`config.mk`:
```
export PLATFORM = sky130hd
export DESIGN_NAME = weakRippleAdder
export DESIGN_NICKNAME = d
export VERILOG_FILES = /design/src/rtl/weakAdderPkg.sv /design/src/rtl/carryChain.sv /design/src/rtl/sumBank.sv /design/src/rtl/weakRippleAdder.sv
export SDC_FILE = /design/constraint.sdc
export NUM_CORES = 1
export LEC_CHECK = 0
export ABC_AREA = 1
export BUFFER_PORTS_ARGS = -buffer_cell sky130_fd_sc_hd__buf_2
export CORE_MARGIN = 8
export CORE_UTILIZATION = 35
export DETAILED_ROUTE_END_ITERATION = 10
export SETUP_SLACK_MARGIN = 0.3
export SYNTH_ARGS = -nofsm -noshare
export SYNTH_HDL_FRONTEND = slang
export SYNTH_SLANG_ARGS = --single-unit
export TNS_END_PERCENT = 50
```
`constraint.sdc`:
```
create_clock -name clk -period 2.5 [get_ports clk]
set_clock_uncertainty 0.1 [all_clocks]
set_input_delay 0.25 -clock clk [delete_from_list [all_inputs] [get_ports clk]]
set_output_delay 0.25 -clock clk [all_outputs]
set_load 0.01 [all_outputs]
```
`src/rtl/weakAdderPkg.sv`:
```
package weakAdderPkg;
  // One dual-rail bit: hi = true rail, lo = false rail.
  typedef struct packed {
    logic hi;
    logic lo;
  } railPair_t;

  // Number of three-input rendezvous terms per sum cell.
  localparam int unsigned MINTERMS = 8;
endpackage

```
`src/rtl/carryChain.sv`:
```
module carryChain
  import weakAdderPkg::*;
#(
  parameter int unsigned W = 32
) (
  input  logic                 clk,
  input  logic                 rstN,
  input  logic [W-1:0]         aT,
  input  logic [W-1:0]         aF,
  input  logic [W-1:0]         bT,
  input  logic [W-1:0]         bF,
  input  logic                 cinT,
  input  logic                 cinF,
  output railPair_t [W-1:0]    carOut
);
  logic [W-1:0] genHi, killLo, propSel, inHi, inLo;

  assign genHi   = aT & bT;
  assign killLo  = aF & bF;
  assign propSel = (aT & bF) | (aF & bT);

  genvar i;
  generate
    for (i = 0; i < W; i++) begin : g_cell
      if (i == 0) begin : g_first
        assign inHi[i] = cinT;
        assign inLo[i] = cinF;
      end else begin : g_rest
        assign inHi[i] = carOut[i-1].hi;
        assign inLo[i] = carOut[i-1].lo;
      end

      // The AND with propSel is the redundant input-incomplete path: the carry
      // drops as soon as the operands are spacer, whatever the carry-in does.
      always_ff @(posedge clk or negedge rstN) begin
        if (!rstN) begin
          carOut[i] <= '0;
        end else begin
          carOut[i].hi <= genHi[i]  | (propSel[i] & inHi[i]);
          carOut[i].lo <= killLo[i] | (propSel[i] & inLo[i]);
        end
      end
    end
  endgenerate

  logic [W-1:0] carHiVec, carLoVec;
  always_comb begin
    for (int k = 0; k < W; k++) begin
      carHiVec[k] = carOut[k].hi;
      carLoVec[k] = carOut[k].lo;
    end
  end


  gen_resolve_chk: assert property (@(posedge clk) disable iff (!rstN)
    1'b1 |=> ((($past(aT & bT)) & ~carHiVec) == '0));

  kill_resolve_chk: assert property (@(posedge clk) disable iff (!rstN)
    1'b1 |=> ((($past(aF & bF)) & ~carLoVec) == '0));

  par_reset_chk: assert property (@(posedge clk) disable iff (!rstN)
    ($past(aT | aF | bT | bF) == '0) |-> ((carHiVec | carLoVec) == '0));

  car_excl_chk: assert property (@(posedge clk) disable iff (!rstN)
    (carHiVec & carLoVec) == '0);
endmodule

```
`src/rtl/sumBank.sv`:
```
module sumBank
  import weakAdderPkg::*;
#(
  parameter int unsigned W = 32
) (
  input  logic         clk,
  input  logic         rstN,
  input  logic [W-1:0] aT,
  input  logic [W-1:0] aF,
  input  logic [W-1:0] bT,
  input  logic [W-1:0] bF,
  input  logic [W-1:0] cT,
  input  logic [W-1:0] cF,
  output logic [W-1:0] sumT,
  output logic [W-1:0] sumF
);
  genvar i, k;
  generate
    for (i = 0; i < W; i++) begin : g_bit
      logic [MINTERMS-1:0] term;
      for (k = 0; k < MINTERMS; k++) begin : g_term
        // Index bit 2 picks the a rail, bit 1 the b rail, bit 0 the carry rail.
        logic ra, rb, rc;
        assign ra = k[2] ? aT[i] : aF[i];
        assign rb = k[1] ? bT[i] : bF[i];
        assign rc = k[0] ? cT[i] : cF[i];
        always_ff @(posedge clk or negedge rstN) begin
          if (!rstN)                term[k] <= 1'b0;
          else if (ra & rb & rc)    term[k] <= 1'b1;
          else if (!(ra | rb | rc)) term[k] <= 1'b0;
        end
      end
      assign sumT[i] = term[1] | term[2] | term[4] | term[7];
      assign sumF[i] = term[0] | term[3] | term[5] | term[6];


      sum_indicate_chk: assert property (@(posedge clk) disable iff (!rstN)
        $rose(sumT[i] | sumF[i]) |->
          ($past(aT[i] | aF[i]) && $past(bT[i] | bF[i]) && $past(cT[i] | cF[i])));

      sum_hold_chk: assert property (@(posedge clk) disable iff (!rstN)
        ($past(sumT[i]) && $past(aT[i] | aF[i] | bT[i] | bF[i] | cT[i] | cF[i]))
          |-> sumT[i]);
    end
  endgenerate


  sum_excl_chk: assert property (@(posedge clk) disable iff (!rstN)
    (sumT & sumF) == '0);
endmodule

```
`src/rtl/weakRippleAdder.sv`:
```
module weakRippleAdder
  import weakAdderPkg::*;
#(
  parameter int unsigned W = 32
) (
  input  logic         clk,
  input  logic         rstN,
  input  logic [W-1:0] aT,
  input  logic [W-1:0] aF,
  input  logic [W-1:0] bT,
  input  logic [W-1:0] bF,
  input  logic         cinT,
  input  logic         cinF,
  output logic [W-1:0] sumT,
  output logic [W-1:0] sumF,
  output logic         coutT,
  output logic         coutF
);
  localparam int unsigned TOP = W - 1;

  railPair_t [W-1:0] carry;
  logic [W-1:0] cellCinT, cellCinF;

  always_comb begin
    cellCinT[0] = cinT;
    cellCinF[0] = cinF;
    for (int k = 1; k < W; k++) begin
      cellCinT[k] = carry[k-1].hi;
      cellCinF[k] = carry[k-1].lo;
    end
  end

  carryChain #(.W(W)) u_chain (
    .clk(clk), .rstN(rstN), .aT(aT), .aF(aF), .bT(bT), .bF(bF),
    .cinT(cinT), .cinF(cinF), .carOut(carry)
  );

  sumBank #(.W(W)) u_sums (
    .clk(clk), .rstN(rstN), .aT(aT), .aF(aF), .bT(bT), .bF(bF),
    .cT(cellCinT), .cF(cellCinF), .sumT(sumT), .sumF(sumF)
  );

  assign coutT = carry[TOP].hi;
  assign coutF = carry[TOP].lo;


  cout_excl_chk: assert property (@(posedge clk) disable iff (!rstN)
    !(coutT && coutF));
endmodule

```
==> summary.txt, run 1 <==
Floorplan
  • Core Area: 0.04403 sq mm
  • Rows: 77
  • Io pins: 198
  • DIE HEIGHT: ~230 um
  • Die Wd: 226.9 um
  • Die Footprint: 0.05149 sq mm
  • Starting Density: 35.36%

Timing
  • Min Tclk post-route: 2061 ps
  • Setup TNS: 0 ps
  • Setup WS post-layout: 439.1 ps
  • Setup violators final: 0
  • Hold WS: 131.6 ps
  • F_max: between 400 and 500 MHz
  • Slew Viols, Final: 0
  • Hold Violations, Final: 0
  • Tcrit/Tclk final: 82.44%
  • Slew headroom: 66.63%
  • Slew of the pin with the lowest slew margin: 500.5 ps
  • Unrepaired setup endpoints after global routing: false

Global routing
  • GRT Overall Usage: 15.93%
  • Largest net degree at the start of global routing: 61
  • Gr ovfl total: 0
  • First-pass GRT wire length: 69040 um
  • Antenna violations before repair: 4
  • Vias in the first global route: 15140

Setup path
  • CP Class: flop to flop
  • CP required: approximately 2800 ps
  • CP Max Fanout: 6
  • Crit path DAT: ~2400 ps
  • Worst Setup End Kind: flop
  • FF-to-FF Start: u_chain.carOut[43]
  • Worst Setup SP: u_chain.carOut[43]
  • Setup crit start kind: flop

Job
  • Max-cap viol count: 0

Route
  • Starting DRT DRC Count: about 1000
  • Pre-antenna DRT Iters: 5
  • Vias: 15180
  • Final wirelength: 40950 um
  • Wire length per cell: 12.63 um
  • Routed Antenna Nets: 0
  • Via density: 4.681
  • DRC: 0

Layout
  • Nets: 2746
  • Layout cell share with drive strength beyond 1: 10.14%
  • Commonest non-fill, non-tap cell in the layout: nand2_1
  • Post-route insts no fill: 3242
  • P&R area growth vs syn: 37.20%
  • Most frequent cells in the layout: nand2_1 (588), nand3_1 (502), inv_1 (435)

Placement
  • Final estimated routing congestion in global placement: 0.8849
  • Port bufs: 197
  • Dpl ws: 1309 ps
  • Placed Cells: 2904
  • Detailed placer's ending HPWL: between 20000 and 30000 um

Clock tree
  • Max clock buf depth: 3
  • Post_cts resized: 0
  • Clock transition at the registers of the reported paths: 60 ps
  • TritonCTS clock tree: yes
  • CTS H-Tree Depth: 2
  • CTS sink cnt: 320
  • CTS root buffer: clkbuf_16
  • Worst-Skew Late Latency: 550 ps
  • CTS Buf Count: 39

Pwr
  • Seq pwr share: 42.6%
  • Internal Pwr Total: around 11 mW
  • Worst ir drop on vdd: between 0.0005 and 0.0006 V
  • Leakage: 11.72 nW
  • Power Total: ~16 mW
  • Part of the power in the clock network: between 30 and 40%
  • Power Dens Cells: 735.3 mW/mm^2
  • Sw Ratio: 29.18%
  • Combinational share of power: 20.9%
  • NetSw: roughly 4.6 mW

Synth
  • Seq cells post-synth: between 300 and 400
  • Syn Nets: 2238
  • Synth Instances: between 2000 and 2500
  • Synth Warn #: 0
  • Yosys cell types: 9
  • Syn avg cell area: 7.393 sq um
  • Cell area after synthesis: 0.01557 sq mm
  • Sequential area share after synthesis: 51.43%

Outcome
  • Status: completed

Min path
  • Hold Crit Class: input port to async pin
-- power by group through the flow --
stage / Clock (mW) / Sequential, mW / Combinational (mW)
floorplan: 0 / 6.59 / 1.79
global placement: 0 / 6.75 / 2.74
detailed placement: 0 / 6.77 / 2.79
CTS: 5.95 / 6.69 / 3.30
global route: 6.14 / 6.81 / 3.80
finish: 5.73 / 6.69 / 3.28
-- final timing paths --
path	to	slack, ps	cells after the start
worst max-delay path	u_sums.g_bit[22].term[1]	440	5
worst min-delay path	u_sums.g_bit[20].term[1]	130	2
worst max register to register	u_sums.g_bit[22].term[1]	440	5
worst min register to register	u_sums.g_bit[13].term[5]	380	2
max in group asynchronous	u_sums.g_bit[15].term[3]	1320	4
min in group clk	u_sums.g_bit[13].term[5]	380	2
-- cell families after synthesis --
group / Yosys count / share of synthesized area (%)
AND/OR/NAND/NOR: 1282 / 34.94
AO/OA/AOI/OAI: 67 / 3.086
flip-flops: 320 / 51.43
buffers and inverters: 437 / 10.54
-- layer usage --
layer | routed length [um] | track usage [%] | vias up | part of all wire (%)
met5 | 0 | 0 | - | 0
met4 | 988 | 5.145 | 0 | 2.4
met3 | 2770 | 4.139 | 82 | 6.8
met2 | 19110 | 26.79 | 433 | 47
met1 | 18080 | 19.80 | 7013 | 44
li1 | - | - | 7647 | -
-- critical path, stage by stage, from the launching register on --
cell and delay (ps):
dfrtp_1 470, nand3_1 110, dlygate4sd3_1 590, nand3_1 90, nand2_1 50, dlygate4sd3_1 540
-- cell type report --
cell class | count | area (sq um)
flip-flops and latches | 320 | 8008
inverters | 437 | 1640
repair buffers | 467 | 3714
multi-input cells | 1349 | 5921
clock buffers | 63 | 1229
well taps | 592 | 740.7
fillers | 4219 | 22670
clock inverters | 7 | 91.34
diodes | 7 | 17.52
-- per-stage QoR --
step | instance area (sq um) | utilization, %
4_1_cts | 21340 | 48.48
3_3_place_gp | 17410 | 39.54
3_5_place_dp | 17410 | 39.54
5_1_grt | 21350 | 48.50
6_report | 21360 | 48.52
2_1_floorplan | 15570 | -
-- state kept, by name (all words and copies together), names as in the netlist --
register and flops:
u_chain.carOut 64, u_sums.g_bit.term 256
-- cells in the mapped netlist, drive strengths merged --
cell type	number	area (sq um)
nand2	588	2207
nand3	502	2512
inv	437	1640
dfrtp	320	8008
nor2	192	720.7
o211ai	58	435.4
o21ai	9	45.04
-- repair_timing --
action | in CTS | in global routing
hold endpoints to repair | 453 | 0
hold buffers | 261 | 0
buffers inserted | 0 | 0
(Power assumes the default switching activity.)
==> run 2: changes to the inputs <==
clock period = 2 ns   (was 2.5 ns; I/O delays follow)
==> summary.txt, run 2 (same netlist as run 1, synthesis figures left out) <==
Route
  • Pre-antenna DRT Iters: 5 (unchanged)
  • Final wirelength: 39860 um (-2.7%)
  • Routed Antenna Nets: 0 (unchanged)
  • Via density: 4.670 (-0.23%)
  • Vias: 14850 (-2.1%)
  • Wire length per cell: 12.53 um (-0.76%)
  • Starting DRT DRC Count: 848 (-18%)
  • DRC: 0 (unchanged)

Clock tree
  • Worst-Skew Late Latency: 540 ps (about the same)
  • CTS Buf Count: 38 (-2.6%)
  • TritonCTS clock tree: yes
  • CTS sink cnt: 320 (unchanged)
  • Max clock buf depth: 3 (unchanged)
  • Clock transition at the registers of the reported paths: 60 ps (about the same)
  • CTS H-Tree Depth: 2 (unchanged)
  • CTS root buffer: clkbuf_16

Floorplan
  • Io pins: 198 (unchanged)
  • Die Wd: 226.9 um (unchanged)
  • Die Footprint: 0.05149 sq mm (unchanged)
  • Core Area: 0.04403 sq mm (unchanged)
  • Starting Density: 35.36% (unchanged)
  • DIE HEIGHT: 226.9 um (unchanged)
  • Rows: 77 (unchanged)

Setup path
  • Crit path DAT: 1290 ps (-1110 ps)
  • CP Class: flop to output port
  • Worst Setup End Kind: output port
  • Setup crit start kind: flop
  • CP Max Fanout: 2 (-4)
  • CP required: 1700 ps (-1130 ps)

Layout
  • Layout cell share with drive strength beyond 1: 10.80% (+0.66 points)
  • Biggest register: u_sums.g_bit.term
  • Footprint of the multi-input gates: 0.005923 sq mm (about the same)
  • Commonest non-fill, non-tap cell in the layout: nand2_1
  • Largest register FFs: 256 (unchanged)
  • Seq. cell area: 0.008008 sq mm (unchanged)
  • Most frequent cells in the layout: nand2_1 (587), nand3_1 (502), inv_1 (435)
  • Top Registers: u_sums.g_bit.term (256), u_chain.carOut (64)
  • Post-route insts no fill: 3180 (-1.9%)
  • Nets: 2685 (-2.2%)
  • P&R area growth vs syn: 33.35%
  • Fillers: 4309 (+2.1%)

Placement
  • Placed Cells: 2910 (+0.21%)
  • Port bufs: 197 (unchanged)
  • Final estimated routing congestion in global placement: 0.8886 (+0.42%)
  • Detailed placer's ending HPWL: 28650 um (about the same)
  • Dpl ws: 901.6 ps (-407.0 ps)

Job
  • Max-cap viol count: 0 (unchanged)

Timing
  • F_max: 629.5 MHz
  • Setup TNS: 0 ps (unchanged)
  • Slew headroom: 64.81% (-1.8 points)
  • Tcrit/Tclk final: 79.43%
  • Min Tclk post-route: 1589 ps
  • Setup violators final: 0 (unchanged)
  • Slew Viols, Final: 0 (unchanged)
  • Hold Violations, Final: 0 (unchanged)
  • Unrepaired setup endpoints after global routing: false
  • Setup WS post-layout: 411.4 ps (-27.69 ps)
  • Slew of the pin with the lowest slew margin: 527.8 ps (+27.29 ps)
  • Hold WS: 114.5 ps (-17.15 ps)

Pwr
  • Internal Pwr Total: 13.66 mW (+23%)
  • NetSw: 5.644 mW (+23%)
  • Combinational share of power: 19.5% (-1.4 points)
  • Sw Ratio: 29.24% (+0.062 points)
  • Leakage: 11.43 nW (-2.4%)
  • Power Dens Cells: 929.8 mW/mm^2 (+26%)
  • Seq pwr share: 43.3% (+0.7 points)
  • Part of the power in the clock network: 37.3% (+0.8 points)
  • Worst ir drop on vdd: 0.0005882 V (+3.5%)

Outcome
  • Status: completed

Global routing
  • Antenna violations before repair: 4 (unchanged)
  • First-pass GRT wire length: 68020 um (-1.5%)
  • Vias in the first global route: 14620 (-3.5%)
  • Largest net degree at the start of global routing: 62 (+1.6%)
  • GRT Overall Usage: 15.66% (-0.27 points)
  • Gr ovfl total: 0 (unchanged)

Min path
  • Hold Crit Class: input port to async pin
==> run 2: changes by cell type in the layout (fill, tap and decap cells not counted), sizes merged, moves of 2 or more <==
cell,before,now
clkinv,4,10
clkbuf,63,57
dlygate4sd3,261,195
diode,7,5
buf,206,212
==> run 2: path summary, 6_finish.rpt <==
path                                           from                  endpoint  slack [ps]  depth (start not counted)
max                        u_sums.g_bit[12].term[5]                  sumF[12]         410                          3
min                                            rstN  u_sums.g_bit[19].term[3]         110                          2
max reg2reg                      u_chain.carOut[26]  u_sums.g_bit[14].term[6]         480                          4
min reg2reg                u_sums.g_bit[13].term[7]  u_sums.g_bit[13].term[7]         370                          2
max in group asynchronous                      rstN        u_chain.carOut[19]         930                          3
min in group clk           u_sums.g_bit[13].term[7]  u_sums.g_bit[13].term[7]         370                          2
==> run 2: metal layers <==
layer / GRT usage (%) / wire length, um / vias to the layer above
li1: - / - / 7504
met1: 20.06 / 17760 / 6899
met2: 26.19 / 18680 / 388
met3: 3.259 / 2540 / 60
met4: 5.124 / 880 / 0
met5: 0 / 0 / -
==> run 2: what timing repair did <==
item                                    CTS  global route
resized for setup                         0             1
endpoints found under the setup margin    0             1
endpoints found under the hold margin   590             0
hold buffers                            195             0
buffers inserted                          0             0
==> run 2: cell type report <==
cell class	count	area share (%)
clock inverters	13	0.6750
diodes	5	0.06027
well taps	592	3.568
repair buffers	407	14.98
clock buffers	57	5.713
inverters	437	7.901
multi-input cells	1349	28.53
flip-flops and latches	320	38.57
==> run 2: critical path, cell delays in order (launching register included) <==
cell and delay [ps]:
dfrtp_1 380, nor2_1 130, nand2_2 100, buf_2 150
==> run 2: through the flow <==
step	total power [mW]	utilization, %	area, sq um
after floorplan	10.49	-	15570
after global placement	11.85	39.67	17470
after detailed placement	11.94	39.67	17470
after CTS	19.63	47.12	20750
after global routing	20.60	47.14	20760
final	19.30	47.15	20760
==> run 2: power by group through the flow <==
stage          logic (mW)  registers [mW]  clock network (mW)
2_1_floorplan        2.24            8.24                   0
3_3_place_gp         3.43            8.43                   0
3_5_place_dp         3.49            8.45                   0
4_1_cts              3.80            8.35                7.47
5_1_grt              4.39            8.51                7.70
6_report             3.76            8.35                7.19
